===== src/rtl/nand_cmd_addr_in.sv =====
module nand_cmd_addr_in #(
  parameter int COL_LAST = 2175
) (
  input  logic        clk,
  input  logic        rst_n,
  input  logic        ce_n,
  input  logic        cle,
  input  logic        ale,
  input  logic        we_n,
  input  logic        re_n,
  input  logic [7:0]  io_in,
  output logic [7:0]  cmd_out,
  output logic [11:0] col_out,
  output logic [19:0] row_out,
  output logic [5:0]  page_out,
  output logic        plane_out,
  output logic [12:0] block_out,
  output logic        addr_done,
  output logic        rsv_err
);
  localparam int COL_W    = 12;
  localparam int PAGE_W   = 6;
  localparam int BLK_W    = 13;
  localparam int ADDR_CYC = 5;
  localparam logic [COL_W-1:0] COL_MAX = COL_W'(COL_LAST);

  logic              we_q, re_q;
  logic [2:0]        cyc;
  logic [COL_W-1:0]  col;
  logic [PAGE_W-1:0] page;
  logic              plane;
  logic [BLK_W-1:0]  block;
  logic              wr_edge, cmd_wr, adr_wr, rd_step;

  assign wr_edge = we_n & ~we_q & ~ce_n;
  assign cmd_wr  = wr_edge & cle & ~ale;
  assign adr_wr  = wr_edge & ale & ~cle & (cyc < 3'(ADDR_CYC));
  assign rd_step = ~re_n & re_q & ~ce_n;

  always_ff @(posedge clk) begin
    if (!rst_n) begin
      we_q <= 1'b1;
      re_q <= 1'b1;
    end else begin
      we_q <= we_n;
      re_q <= re_n;
    end
  end

  always_ff @(posedge clk) begin
    if (!rst_n) begin
      cmd_out   <= '0;
      cyc       <= '0;
      addr_done <= 1'b0;
      rsv_err   <= 1'b0;
      page      <= '0;
      plane     <= 1'b0;
      block     <= '0;
    end else if (cmd_wr) begin
      cmd_out   <= io_in;
      cyc       <= '0;
      addr_done <= 1'b0;
    end else if (adr_wr) begin
      cyc <= cyc + 3'd1;
      case (cyc)
        3'd1: if (io_in[7:4] != 4'h0) rsv_err <= 1'b1;
        3'd2: begin
          page     <= io_in[5:0];
          plane    <= io_in[6];
          block[0] <= io_in[7];
        end
        3'd3: block[8:1] <= io_in;
        3'd4: begin
          block[12:9] <= io_in[3:0];
          addr_done   <= 1'b1;
          if (io_in[7:4] != 4'h0) rsv_err <= 1'b1;
        end
        default: ;
      endcase
    end
  end

  always_ff @(posedge clk) begin
    if (!rst_n)
      col <= '0;
    else if (adr_wr && cyc == 3'd0)
      col[7:0] <= io_in;
    else if (adr_wr && cyc == 3'd1)
      col[11:8] <= io_in[3:0];
    else if (rd_step && col < COL_MAX)
      col <= col + 1'b1;
  end

  assign col_out   = col;
  assign page_out  = page;
  assign plane_out = plane;
  assign block_out = block;
  assign row_out   = {block, plane, page};

  assert_cmd_restart_R1: assert property (@(posedge clk) disable iff (!rst_n)
    cmd_wr |=> (cyc == 3'd0 && !addr_done));

  assert_done_on_fifth_R4: assert property (@(posedge clk) disable iff (!rst_n)
    $rose(addr_done) |-> $past(cyc) == 3'd4);

  assert_err_sticky_R5: assert property (@(posedge clk) disable iff (!rst_n)
    rsv_err |=> rsv_err);

  assert_col_step_R6: assert property (@(posedge clk) disable iff (!rst_n)
    (rd_step && !adr_wr && col < COL_MAX) |=> col == COL_W'($past(col) + 1'b1));

  assert_col_cap_R7: assert property (@(posedge clk) disable iff (!rst_n)
    (rd_step && !adr_wr && col >= COL_MAX) |=> $stable(col));

  assert_deselect_hold_R8: assert property (@(posedge clk) disable iff (!rst_n)
    ce_n |=> ($stable(cmd_out) && $stable(col) && $stable(row_out) && $stable(rsv_err)));
endmodule


===== config.mk =====
export PLATFORM = sky130hd
export DESIGN_NAME = nand_cmd_addr_in
export DESIGN_NICKNAME = d
export VERILOG_FILES = /design/src/rtl/nand_cmd_addr_in.sv
export SDC_FILE = /design/constraint.sdc
export NUM_CORES = 1
export LEC_CHECK = 0
export BUFFER_PORTS_ARGS = -buffer_cell sky130_fd_sc_hd__buf_2
export CAP_MARGIN = 15
export CORE_ASPECT_RATIO = 0.8
export CORE_MARGIN = 2
export CORE_UTILIZATION = 40
export CTS_CLUSTER_DIAMETER = 120
export DETAILED_ROUTE_END_ITERATION = 6
export HOLD_SLACK_MARGIN = 0.1
export PLACE_DENSITY = 0.65
export SYNTH_ARGS = -nofsm -noshare
export SYNTH_HDL_FRONTEND = slang
export SYNTH_SLANG_ARGS = --single-unit

===== constraint.sdc =====
create_clock -name clk -period 2.6 [get_ports clk]
set_input_delay 0.52 -clock clk [delete_from_list [all_inputs] [get_ports clk]]
set_output_delay 0.52 -clock clk [all_outputs]
set_load 0.005 [all_outputs]

# Word-level counts from Yosys, hierarchy flattened
# Cells that the tools add are included.
[totals]
reg_bits = 47
in_bits = 15
output_inout_bits = 62
wordCells = 59
[op_classes]
n_mux = 4
bitwise_logic = 17
order_cmp = 2
reduce_logical = 16
add_sub_neg = 2
n_eq_ne = 5
[ops]
columns = ["operator", "count"]
rows = [
  ["8-bit two-way mux", 2],
  ["12-bit by 1-bit adder with 12-bit output (second input constant)", 1],
  ["12-bit < comparator (second input constant)", 1],
  ["12-bit two-way mux", 1],
  ["1-bit bitwise AND", 9],
  ["3-bit AND reduction", 3],
  ["1-bit NOT", 8],
  ["3-bit by 2-bit equality test with 1-bit output (second input constant)", 2],
  ["2-bit AND reduction", 3],
  ["4-bit two-way mux", 1],
  ["4-bit AND reduction", 1],
  ["2-bit nonzero test", 2],
  ["4-bit nonzero test", 1],
  ["2-bit OR reduction", 2],
  ["3-bit by 1-bit adder with 3-bit output (second input constant)", 1],
  ["3-bit by 1-bit equality test with 1-bit output (second input constant)", 1],
  ["3-bit equality test (second input constant)", 1],
  ["1-bit logical AND", 3],
  ["3-bit logical NOT", 1],
  ["3-bit < comparator (second input constant)", 1],
  ["2-bit != test (second input constant)", 1],
]

# Logic depth before layout (Yosys ltp)
[depth]
word_depth = 9
mapped_depth = 7
depth_no_buf = 6

# Worst setup path before layout
# No wires, ideal clock.
[synth_path]
kind = "input to register"
start = "input port ce_n"
end = "register col[2], in the netlist col_out[2]"
stages = 4
required_ps = 2526
path_slack_ps = 608
setup_time_ps = 74
t_arrival_ps = 1918
path_cell_list = "or3b_4 a211o_1 or4_2 a31oi_1"
[synth_between]
elab_chain_cells = 8
word_cells_on_any_way = 13
classes_between = "1 x eq/ne; 1 x mux; 6 x bitwise; 5 x reduce/logical"
[synth_lines]
columns = ["element", "line_no", "source"]
rows = [
  ["start: declaration", "6", "input logic ce_n,"],
  ["1-bit NOT (*)", "35, 38", ""],
  ["1-bit bitwise AND", "35", "assign wr_edge = we_n & ~we_q & ~ce_n;"],
  ["1-bit bitwise AND (3 in a row)", "37", "assign adr_wr = wr_edge & ale & ~cle & (cyc < 3'(ADDR_CYC));"],
  ["1-bit logical AND (on tied branches)", "86, 88", ""],
  ["2-bit != test (no source line) or 2-bit nonzero test (tied branches)", "n/a", ""],
  ["2-bit AND reduction (no source line)", "n/a", ""],
  ["end signal: assignment", "87", "col[7:0] <= io_in;"],
  ["end signal: assignment", "91", "col <= col + 1'b1;"],
  ["end: declaration", "29", "logic [COL_W-1:0] col;"],
]
# Every way passes the cells marked *; elsewhere a longest branch is shown, timed or not.
# A chain may end at the register's enable or synchronous reset.

# Worst setup path in the final report
[layout_path]
start = "register col[0], in the netlist col_out[0]"
end = "register col[2], in the netlist col_out[2]"
[layout_between]
elab_chain_cells = 4
word_cells_on_any_way = 8
classes_between = "1 x add/sub; 1 x order compare; 3 x mux; 3 x reduce/logical"
[layout_lines]
columns = ["element", "line_no", "source"]
rows = [
  ["12-bit by 1-bit adder with 12-bit output or 12-bit < comparator (tied branches)", "91, 90", ""],
  ["12-bit two-way mux or 1-bit logical AND (tied branches)", "90", "else if (rd_step && col < COL_MAX)"],
  ["8-bit two-way mux or 2-bit nonzero test (tied branches)", "n/a", ""],
  ["8-bit two-way mux or 2-bit AND reduction (tied branches)", "n/a", ""],
]
# Parallel ways exist; a longest one is shown, timed or not. The select of a mux whose other input is x is not followed.

==> results.txt <==
* Vias in the first global route: about 1900
- Number of placed cells counting well taps: between 400 and 500
- Hold path start: re_n
- Initial antenna violation count: 0
- After global routing the overflow that remains totals 0.
- Kind of critical path: flip-flop to flip-flop
* Reg2reg start: col_out[0]$_SDFFE_PN0P_
* Total clock buffers created by CTS: 5
- On the final layout, the worst hold slack is 0.407 ns.
* Post-layout minimum cycle time: roughly 2.2 ns
- The filler cells instantiated in the layout total slightly below 600.
* Number of gates resized after cts: 0
* Die height: 73.5 µm
* Highest fanout seen on the critical path: 14
* Proportion of register bits with asynchronous set or reset after synthesis: 0
- 0 antenna diodes ended up in the layout.
- Count of final setup violators: 0
- During I/O placement, the number of pins put on the boundary was 77.
- The worst register-to-register path has a depth of 5.
- Clock tree from TritonCTS: built
- Critical Path Start: col_out[0]$_SDFFE_PN0P_
- Maximum vdd ir drop: between 0.2 and 0.25 mV
- The tree is rooted in a sky130_fd_sc_hd__clkbuf_8.
- The clock tree synthesis step divided the H-tree into 2 levels.
* Endpoint of the lowest-slack register-to-register path: col_out[2]$_SDFFE_PN0P_
* Total iterations of the first detailed-routing run: 4
- CTS clk-pin slew, worst paths: 0.09 ns
- By count the netlist is led by sky130_fd_sc_hd__dfxtp_1 (47), sky130_fd_sc_hd__nor2_1 (39), sky130_fd_sc_hd__mux2i_1 (31), sky130_fd_sc_hd__buf_4 (21), sky130_fd_sc_hd__o21ai_0 (13).
* Crit end category: flip-flop
* HPWL reported at the end of detailed placement: roughly 4500 µm
- The number of endpoints with negative hold slack in the final report is 0.
- In this run the tool buffered the top-level ports with 76 buffer cells.
- The worst hold path terminates at re_q$_SDFF_PN1_.
* Total length of routed wires: ~6200 µm
- Relative to the synthesized area, the layout overhead comes to 19.2%.
- Area share of the largest cell type after synthesis: 0.390
* Routability Congestion: approximately 0.84
- Internal reg-to-reg setup slack: ~0.44 ns
- The net count of the finished layout is ~360.
- Measured slew at the worst slew-check pin: 0.538 ns
* Mapped cell area: ~2400 µm²
* Layout cell share with drive strength beyond 1: 0.304
* Full die area: 6670 µm²
- The number of different library cells used by synthesis comes to between 40 and 50.
- The worst setup path is launched from a flip-flop.
- Among all flip-flop cells after synthesis, the most frequent one is sky130_fd_sc_hd__dfxtp_1.
- Maximum frequency from static timing analysis: between 0.4 and 0.5 GHz
* Maximum number of pins on one net before global-route repair: 20
- For this run, the total global-route usage over all layers was measured as 0.186.
- By area the synthesized netlist is led by sky130_fd_sc_hd__dfxtp_1 (39%), sky130_fd_sc_hd__mux2i_1 (13%), sky130_fd_sc_hd__buf_4 (6.5%), sky130_fd_sc_hd__nor2_1 (6.1%), sky130_fd_sc_hd__ha_1 (3.1%).
- The finished layout holds ~420 standard cells, fillers aside.
- The number of hold buffers added after CTS was 0.
- Summed over all cells, the static leakage comes to around 1.4 nW.
* First-pass GRT wire length: between 9000 and 10000 µm
* Synth Warn #: 0
- The run finished with clean final reports.
- Counting flops and latches in the post-synthesis netlist gives 47.
* Number of nets in the synthesized netlist: 294
- In the routed design, unresolved DRC markers number 0.
- After floorplanning, the core was divided into 25 placement rows.
* Reported max-cap violation count: 0
- Counting every instance in the synthesized netlist gives ~270.
- Dividing the final minimum period by the clock period gives 0.832.
* Number of cells on the worst hold path: 2
- The clock net in this run drives a total of 47 sinks.
* Area used by multi-input combinational logic: between 1000 and 1500 µm²
- Total vias in the final route: 2200
- The worst pin sits at a relative slew slack of 0.636.
* Drt first-iter violations: 122
- Path type of the worst min-delay path: primary input to flip-flop
* Data required time of the worst path: 2.84 ns
- Horizontal extent of the die: a little over 90 µm
- Count of flip-flops with a built-in enable after synthesis: 0
- Storage cell area: about 940 µm²
- For this configuration, the core starts out at a cell density of 0.410.
* Placeable core region: a little under 6000 µm²
- Setup bufs post-CTS: 0
- The final number of max-transition violations is 0.
* Count leader, synth: sky130_fd_sc_hd__dfxtp_1
- After detailed routing, the number of vias per cell comes to 5.29.
- Power density over the cells: 475 nW/µm²
* Clock tree skew after final layout: between 0.008 and 0.009 ns
- Mean instance size in the synthesized netlist: 8.84 µm²
- Once detail routing completed, the nets flagged for antenna violations numbered 0.
- CP Data Arrival Time: between 2 and 2.5 ns
- Total negative slack: 0 ns
- Setup repair after global routing left no endpoint under its margin.
- Clk buf depth: 2
* Average wire length per cell after detail routing: around 15 µm
- Summed over all instances, the cell type with the most area after synthesis is sky130_fd_sc_hd__dfxtp_1.
- At the later pin of the worst-skew pair, clock insertion delay measures between 0.3 and 0.4 ns.
- Proportion of synthesized chip area in sequential cells: 0.390
==> state kept, by name, summed over array words and instances, names as in the netlist <==
name,flops
addr_done,1
we_q,1
page_out,6
cmd_out,8
col_out,12
cyc,3
block_out,13
plane_out,1
re_q,1
rsv_err,1
==> worst max-delay path by stage <==
| stage | end | slack (ns) | depth (start not counted) |
|---|---|---|---|
| floorplan | col_out[2]$_SDFFE_PN0P_ | 0.61 | 4 |
| global placement | col_out[2]$_SDFFE_PN0P_ | 0.29 | 5 |
| detailed placement | col_out[2]$_SDFFE_PN0P_ | 0.29 | 5 |
| CTS | col_out[2]$_SDFFE_PN0P_ | 0.45 | 5 |
| global route | col_out[2]$_SDFFE_PN0P_ | 0.31 | 5 |
| finish | col_out[2]$_SDFFE_PN0P_ | 0.44 | 5 |
==> cell usage in the layout (no fill, tap or decap), types with 2 or more instances in the layout <==
cell / synthesis / final
sky130_fd_sc_hd__o21ai_0: 13 / 13
sky130_fd_sc_hd__or4_1: 5 / 5
sky130_fd_sc_hd__dfxtp_1: 47 / 47
sky130_fd_sc_hd__nand3_1: 11 / 11
sky130_fd_sc_hd__nor2_1: 39 / 39
sky130_fd_sc_hd__or3_1: 3 / 3
sky130_fd_sc_hd__o2111ai_1: 3 / 3
sky130_fd_sc_hd__inv_1: 12 / 12
sky130_fd_sc_hd__a211oi_1: 5 / 5
sky130_fd_sc_hd__nor4bb_1: 3 / 3
sky130_fd_sc_hd__buf_4: 21 / 10
sky130_fd_sc_hd__nor3_1: 4 / 4
sky130_fd_sc_hd__nand2_1: 11 / 11
sky130_fd_sc_hd__a21oi_1: 3 / 3
sky130_fd_sc_hd__and2_1: 2 / 2
sky130_fd_sc_hd__a31o_2: 2 / 2
sky130_fd_sc_hd__o211ai_1: 3 / 3
sky130_fd_sc_hd__a31oi_1: 6 / 6
sky130_fd_sc_hd__nor4_1: 3 / 3
sky130_fd_sc_hd__o31ai_1: 4 / 4
sky130_fd_sc_hd__nand2b_1: 3 / 3
sky130_fd_sc_hd__buf_2: 1 / 76
sky130_fd_sc_hd__mux2i_1: 31 / 31
sky130_fd_sc_hd__ha_1: 6 / 6
sky130_fd_sc_hd__clkbuf_8: 0 / 5
sky130_fd_sc_hd__nand4_1: 5 / 5
==> routing by layer <==
layer,global-route usage,up-vias,share of wire
met1,0.261,1016,0.48
met4,0.0673,0,0.015
li1,-,1087,-
met2,0.278,87,0.43
met3,0.0472,10,0.075
met5,0,-,0
==> power breakdown <==
group	switching, mW	internal (mW)	leakage (nW)
Sequential	0.00570	0.725	0.379
Clock	0.268	0.290	0.0548
Combinational	0.0503	0.0292	0.973
Total	0.324	1.04	1.41
==> worst max-delay path, stage by stage (launching register included) <==
cell and delay [ns]:
sky130_fd_sc_hd__dfxtp_1 0.37, sky130_fd_sc_hd__ha_1 0.28, sky130_fd_sc_hd__and3_1 0.24, sky130_fd_sc_hd__a211o_1 0.46, sky130_fd_sc_hd__or4_2 0.58, sky130_fd_sc_hd__a31oi_1 0.16
==> final cells by class <==
| cell class | instances | share of cell area |
|---|---|---|
| repair buffers | 86 | 0.158 |
| clock inverters | 3 | 0.0161 |
| multi-input cells | 182 | 0.424 |
| well taps | 81 | 0.0352 |
| inverters | 12 | 0.0157 |
| clock buffers | 5 | 0.0239 |
| flip-flops and latches | 47 | 0.327 |
==> through the flow <==
stage	area [µm²]	power [mW]	setup WS, ns	utilization
2_1_floorplan	2410	0.788	0.608	-
5_1_grt	2880	1.42	0.314	0.489
4_1_cts	2880	1.38	0.450	0.489
6_report	2880	1.37	0.437	0.489
3_5_place_dp	2760	0.826	0.285	0.470
3_3_place_gp	2760	0.825	0.289	0.470
==> logic make-up (layout without fill, tap and decap cells) <==
group	count (synthesis)	after routing	synth area share
buffers and inverters	44	106	0.105
AOI/OAI and AO/OA	45	45	0.128
and+or+nand+nor	99	99	0.215
adders and majority gates	6	6	0.0311
xor gates and xnor gates	1	1	0.00363
muxes	31	31	0.129
DFF	47	47	0.390
No activity file was read; power rests on OpenSTA's default activity.
